==> src/rtl/bmu_pkg.sv <==
package bmu_pkg;
   typedef struct packed {
      logic en;
      logic tag;
      logic rwe;
      logic rw;
      logic sze;
      logic sz;
   } bmu_ctrl_t;
endpackage

==> src/rtl/bmu_qualify.sv <==
module bmu_qualify
   import bmu_pkg::*;
#(
   parameter int AW      = 16,
   parameter bit SIZE_EN = 1'b1
) (
   input  bmu_ctrl_t         ctrl,
   input  logic [AW-1:0]     ref_addr,
   input  logic              bus_valid,
   input  logic [AW-1:0]     bus_addr,
   input  logic              bus_rd,
   input  logic              bus_word,
   output logic              addr_hit,
   output logic              direct_hit
);
   logic dir_ok;
   logic size_ok;

   assign addr_hit = bus_valid && (bus_addr == ref_addr);
   assign dir_ok   = !ctrl.rwe || (bus_rd == ctrl.rw);

   generate
      if (SIZE_EN) begin : g_size
         assign size_ok = !ctrl.sze || (bus_word == ctrl.sz);
      end else begin : g_nosize
         logic unused_size;
         assign unused_size = ctrl.sze ^ ctrl.sz ^ bus_word;
         assign size_ok     = 1'b1;
      end
   endgenerate

   assign direct_hit = addr_hit && dir_ok && size_ok;
endmodule

==> src/rtl/bmu_tag_track.sv <==
module bmu_tag_track
   import bmu_pkg::*;
#(
   parameter int AW = 16
) (
   input  logic          clk,
   input  logic          rst_n,
   input  bmu_ctrl_t     ctrl,
   input  logic [AW-1:0] ref_addr,
   input  logic          addr_hit,
   input  logic          bus_fetch,
   input  logic          ex_valid,
   input  logic [AW-1:0] ex_addr,
   input  logic          flush,
   output logic          exec_hit
);
   logic armed;
   logic pending_q;
   logic capture;

   assign armed    = ctrl.en && ctrl.tag;
   assign capture  = armed && addr_hit && bus_fetch;
   assign exec_hit = armed && pending_q && !flush &&
                     ex_valid && (ex_addr == ref_addr);

   always_ff @(posedge clk or negedge rst_n) begin
      if (!rst_n)          pending_q <= 1'b0;
      else if (!armed)     pending_q <= 1'b0;
      else if (flush)      pending_q <= 1'b0;
      else if (capture)    pending_q <= 1'b1;
      else if (exec_hit)   pending_q <= 1'b0;
   end
endmodule

==> src/rtl/bmu_channel.sv <==
module bmu_channel
   import bmu_pkg::*;
#(
   parameter int AW      = 16,
   parameter bit SIZE_EN = 1'b1
) (
   input  logic          clk,
   input  logic          rst_n,
   input  bmu_ctrl_t     ctrl,
   input  logic [AW-1:0] ref_addr,
   input  logic          bus_valid,
   input  logic [AW-1:0] bus_addr,
   input  logic          bus_rd,
   input  logic          bus_word,
   input  logic          bus_fetch,
   input  logic          ex_valid,
   input  logic [AW-1:0] ex_addr,
   input  logic          flush,
   output logic          match_o
);
   logic addr_hit;
   logic direct_hit;
   logic exec_hit;
   logic match_d;

   bmu_qualify #(.AW(AW), .SIZE_EN(SIZE_EN)) u_qual (
      .ctrl       (ctrl),
      .ref_addr   (ref_addr),
      .bus_valid  (bus_valid),
      .bus_addr   (bus_addr),
      .bus_rd     (bus_rd),
      .bus_word   (bus_word),
      .addr_hit   (addr_hit),
      .direct_hit (direct_hit)
   );

   bmu_tag_track #(.AW(AW)) u_tag (
      .clk       (clk),
      .rst_n     (rst_n),
      .ctrl      (ctrl),
      .ref_addr  (ref_addr),
      .addr_hit  (addr_hit),
      .bus_fetch (bus_fetch),
      .ex_valid  (ex_valid),
      .ex_addr   (ex_addr),
      .flush     (flush),
      .exec_hit  (exec_hit)
   );

   assign match_d = ctrl.en && (ctrl.tag ? exec_hit : direct_hit);

   always_ff @(posedge clk or negedge rst_n) begin
      if (!rst_n) match_o <= 1'b0;
      else        match_o <= match_d;
   end
endmodule

==> src/rtl/bus_match_unit.sv <==
module bus_match_unit
   import bmu_pkg::*;
#(
   parameter int AW           = 16,
   parameter int NUM_CH       = 3,
   parameter int SIZE_QUAL_CH = 2
) (
   input  logic                 clk,
   input  logic                 rst_n,
   input  logic                 bus_valid,
   input  logic [AW-1:0]        bus_addr,
   input  logic                 bus_rd,
   input  logic                 bus_word,
   input  logic                 bus_fetch,
   input  logic                 ex_valid,
   input  logic [AW-1:0]        ex_addr,
   input  logic                 flush,
   input  logic [NUM_CH*AW-1:0] cfg_addr,
   input  logic [NUM_CH-1:0]    cfg_en,
   input  logic [NUM_CH-1:0]    cfg_tag,
   input  logic [NUM_CH-1:0]    cfg_rwe,
   input  logic [NUM_CH-1:0]    cfg_rw,
   input  logic [NUM_CH-1:0]    cfg_sze,
   input  logic [NUM_CH-1:0]    cfg_sz,
   output logic [NUM_CH-1:0]    match
);
   localparam int ADDR_BITS = NUM_CH * AW;

   generate
      if (AW < 2) begin : g_bad_aw
         $error("bus_match_unit: AW must be at least 2");
      end
      if (NUM_CH < 1) begin : g_bad_ch
         $error("bus_match_unit: NUM_CH must be at least 1");
      end
      if (SIZE_QUAL_CH > NUM_CH || SIZE_QUAL_CH < 0) begin : g_bad_sq
         $error("bus_match_unit: SIZE_QUAL_CH out of range");
      end
      if (ADDR_BITS != $bits(cfg_addr)) begin : g_bad_pack
         $error("bus_match_unit: address bus packing mismatch");
      end
   endgenerate

   generate
      for (genvar i = 0; i < NUM_CH; i++) begin : g_ch
         bmu_ctrl_t ctrl;
         assign ctrl.en  = cfg_en[i];
         assign ctrl.tag = cfg_tag[i];
         assign ctrl.rwe = cfg_rwe[i];
         assign ctrl.rw  = cfg_rw[i];
         assign ctrl.sze = cfg_sze[i];
         assign ctrl.sz  = cfg_sz[i];

         bmu_channel #(.AW(AW), .SIZE_EN(i < SIZE_QUAL_CH)) u_ch (
            .clk       (clk),
            .rst_n     (rst_n),
            .ctrl      (ctrl),
            .ref_addr  (cfg_addr[i*AW +: AW]),
            .bus_valid (bus_valid),
            .bus_addr  (bus_addr),
            .bus_rd    (bus_rd),
            .bus_word  (bus_word),
            .bus_fetch (bus_fetch),
            .ex_valid  (ex_valid),
            .ex_addr   (ex_addr),
            .flush     (flush),
            .match_o   (match[i])
         );
      end
   endgenerate
endmodule

==> config.mk <==
export PLATFORM = sky130hd
export DESIGN_NAME = bus_match_unit
export DESIGN_NICKNAME = d
export VERILOG_FILES = /design/src/rtl/bmu_pkg.sv /design/src/rtl/bmu_qualify.sv /design/src/rtl/bmu_tag_track.sv /design/src/rtl/bmu_channel.sv /design/src/rtl/bus_match_unit.sv
export SDC_FILE = /design/constraint.sdc
export NUM_CORES = 1
export LEC_CHECK = 0
export ABC_AREA = 1
export BUFFER_PORTS_ARGS = -buffer_cell sky130_fd_sc_hd__buf_2
export CAP_MARGIN = 20
export CORE_UTILIZATION = 40
export DETAILED_ROUTE_END_ITERATION = 10
export PLACE_DENSITY_LB_ADDON = 0.15
export SLEW_MARGIN = 10
export SYNTH_ARGS = -nofsm -noshare
export SYNTH_HDL_FRONTEND = slang
export SYNTH_HIERARCHICAL = 1
export SYNTH_SLANG_ARGS = --single-unit
==> constraint.sdc <==
create_clock -name clk -period 1.05 [get_ports clk]
set_input_delay 0.21 -clock clk [delete_from_list [all_inputs] [get_ports clk]]
set_output_delay 0.21 -clock clk [all_outputs]
set_load 0.005 [all_outputs]
==> flow_summary.toml, run 1 <==
[status]
status = "finished with violations"
violations = "DRC, setup timing"

[timing]
slew_headroom_pct = 80.7
period_minus_slack_ns = 1.10
timing.fmax_ghz = 0.907
worst_slack_ns = -0.0524
slew_viol_final = 0
finalCritPeriodShare_pct = 105
rsz0062_at_grt = "yes"
hold_slack_ns = 0.302
clock_skew_ns = 0.00313
setup_viol = 5
worst_slew_pin_slew_ns = 0.289
hold_viol = 0

[cts]
clk_pin_slew_worst_paths_ns = 0.04
clock_path_buffers = 2
htree_levels = 1
cts_setup_buffers = 0
clk_latency_ns = 0.23
cts_root_buf = "clkbuf_8"
numClockSinks = 6
cts_buffers = 3
cts_tree = "built"

[layout]
drive_gt1_share_pct = 30.8
final_core_util_pct = 62.0
area_delta_synth_final_pct = 47.6
seq_area_sq_um = 150
fin_area_sq_um = 3980
fillers = 714
multi_input_comb_area_sq_um = 2010
final_cells = 846
nets = 877
n_antenna_cell = 0

[pwr]
p_int_mw = 1.11
leakagePower_nw = 2.69
power_frac_clock_pct = 18.9
p_comb_share_pct = 69.2
p_total_mw = 2.00
p_switching_uw = 891
ir_worst_vdd_mv = 0.385
p_seq_share_pct = 11.9
p_sw_share_pct = 44.5
power.density_nw_per_um2 = 503

[placed_design]
port_buffers = 106
place.gp.congestion = 0.924
hpwlAfterDp_um = 8890
dp_cells = 842
placed_area_sq_um = 3830

[yosys]
syn_avg_cell_area_sq_um = 4.55
synth_area_leader_cell = "nand2_1"
syn_inst = 593
ys_ff_latch = 6
yosysWarnings = 6
netlist_top_cells_area = "nand2_1 (34%), inv_1 (21%), nor2_1 (10%)"
synth_top_area_share_pct = 33.7
ys_seq_area_share_pct = 5.57
synth.distinct_cells = 24
mappedNetlistNets = 699
syn-cell-area_sq_um = 2700

[routing]
firstDrtPassIters = 7
vias = 3823
top_layer = "met4"
wl_met2_um = 4860
drc = 10
viasPerCell = 4.52
route.detailed.wl_per_inst_um = 11.8
drt_iter0_drc = 208
routed_wl_um = 10000
wl_met3_um = 567
wl_met1_um = 4410
ant_nets = 0

[floorplan]
io_pins = 109
core_sq_um = 6420
die_width_um = 84.1
die_h_um = 84.1
dieArea_sq_um = 7080
core.rowCount = 29
initial_core_util_pct = 42.0

[global_routing]
grt_pass1_wl_um = 16300
first_global_vias = 3657
grt_usage_pct = 29.3
grt_max_degree = 7
overflow = 0
antenna_found_initial = 0

[critical_path]
cp_cell_sequence = "buf_2 > inv_1 > nand2_1 > nand2_1 > nor3_1 > buf_4 > nand3_1 > nor3_2 > inv_1 > nand2_1 > nand2_1 > nor2_2"
crit_top_cell = "nand2_1"
critPathLaunchType = "primary input"
max_stage_delay_ns = 0.19
arrival_ns = 1.27
critical_path_class = "primary input to flop"
cp-end-kind = "flop"
worst_path_max_delay_cell = "nor3_1"
critical_path_required_ns = 1.22
worstPathMaxFanout = 6

[run]
drv_cap = 0

[worst_hold_path]
holdCritPathClass = "primary input to flop"
==> synthesized netlist by cell type (all sizes together) <==
master,count
a21oi,4
dfrtp,6
inv,160
nand2,245
nand3,21
nand4,18
nor2,93
nor3,9
nor3b,3
o21ai,7
o22ai,2
or2,10
xnor2,12
xor2,3
==> flip-flops by register name (all words and copies together) (netlist names) <==
name and flops:
g_ch.u_ch/match_o 3, g_ch.u_ch/u_tag/pending_q 3
==> metrics by stage <==
step,setup WS [ns],TNS [ns]
2_1_floorplan,0.00175,0
3_5_place_dp,-0.316,-1.75
5_1_grt,-0.233,-0.937
4_1_cts,-0.0845,-0.257
3_3_place_gp,-0.308,-1.69
6_report,-0.0524,-0.197
==> worst paths after layout <==
| kind | from | end | slack [ns] | cells after the start |
|---|---|---|---|---|
| max | ex_addr[10] | g_ch[0].u_ch/match_o$_DFF_PN0_ | -0.05 | 12 |
| min | bus_fetch | g_ch[2].u_ch/u_tag/pending_q$_DFFE_PN0P_ | 0.30 | 3 |
| max reg2reg | g_ch[2].u_ch/u_tag/pending_q$_DFFE_PN0P_ | g_ch[2].u_ch/match_o$_DFF_PN0_ | -0.05 | 8 |
| min reg2reg | g_ch[1].u_ch/u_tag/pending_q$_DFFE_PN0P_ | g_ch[1].u_ch/u_tag/pending_q$_DFFE_PN0P_ | 0.66 | 4 |
| max in group asynchronous | rst_n | g_ch[2].u_ch/match_o$_DFF_PN0_ | 0.53 | 2 |
| min in group asynchronous | rst_n | g_ch[0].u_ch/u_tag/pending_q$_DFFE_PN0P_ | 0.35 | 2 |
==> worst max-delay path, delay by kind of cell <==
family	cells	cell delay, ns
buffers and inverters	4	0.39
and+or+nand+nor	8	0.66
==> cell type report <==
class	count	share of cell area, %
sequential	6	3.77
timing repair buffer	173	27.3
clock buffer	3	1.04
tap	77	2.42
multi-input combinational	427	50.4
inverter	160	15.1
==> power by group through the flow <==
stage / Clock [mW] / Sequential [mW] / Combinational (mW)
2_1_floorplan: 0 / 0.242 / 0.605
3_3_place_gp: 0 / 0.241 / 1.32
3_5_place_dp: 0 / 0.241 / 1.34
4_1_cts: 0.385 / 0.238 / 1.38
5_1_grt: 0.403 / 0.238 / 1.55
6_report: 0.378 / 0.238 / 1.39
==> cells by family after synthesis <==
logic type / after synthesis / synth area share [%]
xor gates and xnor gates: 15 / 4.87
DFF: 6 / 5.57
buffers and inverters: 160 / 22.3
AOI/OAI and AO/OA: 13 / 2.92
and+or+nand+nor: 399 / 64.4
==> layout by cell type (no fill, tap or decap) <==
| cell | count |
|---|---|
| nand4_1 | 18 |
| xnor2_2 | 1 |
| buf_12 | 1 |
| o21ai_1 | 1 |
| o22ai_1 | 2 |
| a21oi_1 | 1 |
| o21ai_0 | 6 |
| a21oi_2 | 3 |
| nor3b_2 | 3 |
| or2_0 | 2 |
| dlygate4sd3_1 | 1 |
| nor2_1 | 69 |
| nor3_1 | 2 |
| xnor2_1 | 11 |
| nand2_2 | 5 |
| nor3_2 | 7 |
| clkbuf_8 | 3 |
| nor2_2 | 20 |
| nand3_2 | 6 |
| or2_2 | 4 |
| inv_1 | 151 |
| buf_4 | 73 |
| buf_2 | 95 |
| buf_6 | 3 |
| nand2_1 | 240 |
| nand3_1 | 15 |
| dfrtp_1 | 6 |
| xor2_1 | 3 |
| inv_2 | 9 |
| or2_1 | 4 |
| nor2_4 | 4 |
==> what timing repair did <==
item,4_1_cts,5_1_grt
setup endpoints to repair,6,6
resized for setup,26,4
pin swaps,28,9
hold endpoints to repair,6,0
hold buffers,1,0
==> layer usage <==
layer,vias up,track usage (%)
met3,14,3.07
met5,-,0
met4,0,6.27
met1,1648,36.6
met2,100,54.0
li1,2061,-
(Power assumes the default switching activity.)
==> run 2, diff against run 1 <==
BUFFER_PORTS_ARGS = not set   (was -buffer_cell sky130_fd_sc_hd__buf_2)
DONT_BUFFER_PORTS = 1   (was not set)
==> run 2 against run 1 <==
Net effect: the run still ends with DRC, setup timing left; power down 25%; utilization is 12 points lower; global-route usage decreased by 3.3 points; cell count shrank 15%; sequential power about the same; wire length decreased by 8.1%; critical path depth is 4 lower; critical endpoint is now g_ch[2].u_ch/match_o$_DFF_PN0_.
==> flow_summary.toml, run 2 (synthesized netlist as in run 1, its figures left out) <==
[critical_path]
arrival_ns = 1.29
critical_path_class = "flop to flop"
worst_path_max_delay_cell = "dfrtp_1"
cp-end-kind = "flop"
worstPathMaxFanout = 3
max_stage_delay_ns = 0.34
critPathLaunchType = "flop"
critical_path_required_ns = 1.21
path_delay_family = "simple AND/OR/NAND/NOR gates"
crit_buf_inv = 1
cp_cell_sequence = "nand3_2 > nor3_2 > nand3_1 > nor3_2 > inv_1 > nand2_1 > nand2_1 > nor2_2"

[routing]
wl_met2_um = 4320
route.detailed.wl_per_inst_um = 12.9
drt_iter0_drc = 177
firstDrtPassIters = 7
viasPerCell = 4.79
drc = 10
wl_met3_um = 688
top_layer = "met4"
ant_nets = 0
vias = 3430
routed_wl_um = 9210
wl_met1_um = 3990

[pwr]
p_sw_share_pct = 39.4
power_frac_clock_pct = 24.3
leakagePower_nw = 2.13
p_switching_uw = 589
p_comb_share_pct = 59.8
p_total_mw = 1.50
p_int_uw = 906
power.density_nw_per_um2 = 468
p_seq_share_pct = 16.0
ir_worst_vdd_mv = 0.296

[timing]
finalCritPeriodShare_pct = 108
hold_viol = 0
rsz0062_at_grt = "yes"
timing.fmax_ghz = 0.881
setup_tns_ns = -0.296
period_minus_slack_ns = 1.14
clock_skew_ns = 0.00226
slew_headroom_pct = 80.4
slew_viol_final = 0
setup_viol = 4
worst_slack_ns = -0.0850
hold_slack_ns = 0.0335
worst_slew_pin_slew_ns = 0.292

[layout]
mostFrequentLayoutCell = "nand2_1"
final_cells = 716
n_antenna_cell = 0
fin_area_sq_um = 3200
area_delta_synth_final_pct = 18.5
nets = 747
final_core_util_pct = 49.8
top_regs = "g_ch.u_ch/match_o (3), g_ch.u_ch/u_tag/pending_q (3)"
drive_gt1_share_pct = 16.0
layout_common_cells = "nand2_1 (241), inv_1 (151), nor2_1 (71)"

[floorplan]
core.rowCount = 29
die_h_um = 84.1
initial_core_util_pct = 42.0
die_width_um = 84.1
io_pins = 109
core_sq_um = 6420
dieArea_sq_um = 7080

[placed_design]
place.gp.congestion = 0.930
dp_cells = 711
pre_cts_ws_ns = -0.157
hpwlAfterDp_um = 8080
port_buffers = 0
placed_area_sq_um = 3100

[cts]
clk_pin_slew_worst_paths_ns = 0.04
cts_tree = "built"
clk_latency_ns = 0.23
cts_root_buf = "clkbuf_8"
cts_buffers = 3
clock_path_buffers = 2
numClockSinks = 6
htree_levels = 1

[run]
drv_cap = 0

[status]
violations = "DRC, setup timing"
status = "finished with violations"

[worst_hold_path]
holdCritPathClass = "primary input to flop"

[global_routing]
first_global_vias = 3216
grt_pass1_wl_um = 14400
grt_max_degree = 7
antenna_found_initial = 0
grt_usage_pct = 26.0
overflow = 0
## run 2: per-layer routing
layer / vias to the layer above / global-route usage, %
met5: - / 0
met4: 0 / 6.90
met3: 14 / 5.34
met2: 115 / 46.9
met1: 1500 / 31.3
li1: 1801 / -
## run 2: what timing repair did
action,4_1_cts,5_1_grt
endpoints found under the hold margin,6,0
pin swaps,6,4
resized for setup,6,2
hold buffers,1,0
buffers inserted,0,1
endpoints found under the setup margin,5,6
## run 2: worst register-to-register path, delay by kind of cell (launching register included)
kind | cells | cell delay, ns
flops | 1 | 0.34
simple gates | 7 | 0.66
buf+inv | 1 | 0.06
## run 2: worst paths after layout
kind,from,end,slack (ns),depth (start not counted)
worst min-delay path,flush,g_ch[0].u_ch/u_tag/pending_q$_DFFE_PN0P_,0.03,1
min in group asynchronous,rst_n,g_ch[0].u_ch/match_o$_DFF_PN0_,0.30,1
worst max-delay path,g_ch[2].u_ch/u_tag/pending_q$_DFFE_PN0P_,g_ch[2].u_ch/match_o$_DFF_PN0_,-0.09,8
worst max register to register,g_ch[2].u_ch/u_tag/pending_q$_DFFE_PN0P_,g_ch[2].u_ch/match_o$_DFF_PN0_,-0.09,8
max in group asynchronous,rst_n,g_ch[2].u_ch/u_tag/pending_q$_DFFE_PN0P_,0.53,1
worst min register to register,g_ch[0].u_ch/u_tag/pending_q$_DFFE_PN0P_,g_ch[0].u_ch/u_tag/pending_q$_DFFE_PN0P_,0.65,4
## run 2: power by group through the flow
| stage | sequential (mW) | clock [mW] | combinational [mW] |
|---|---|---|---|
| 5_1_grt | 0.239 | 0.377 | 1.02 |
| 2_1_floorplan | 0.242 | 0 | 0.605 |
| 3_5_place_dp | 0.242 | 0 | 0.873 |
| 6_report | 0.239 | 0.363 | 0.894 |
| 4_1_cts | 0.239 | 0.369 | 0.890 |
| 3_3_place_gp | 0.242 | 0 | 0.863 |
## run 2: area by class of cell
type / count / area [sq um]
sequential: 6 / 150
multi-input combinational: 427 / 1980
timing repair buffer: 43 / 325
inverter: 160 / 601
tap: 77 / 96.3
fill: 737 / 3230
clock buffer: 3 / 41.3
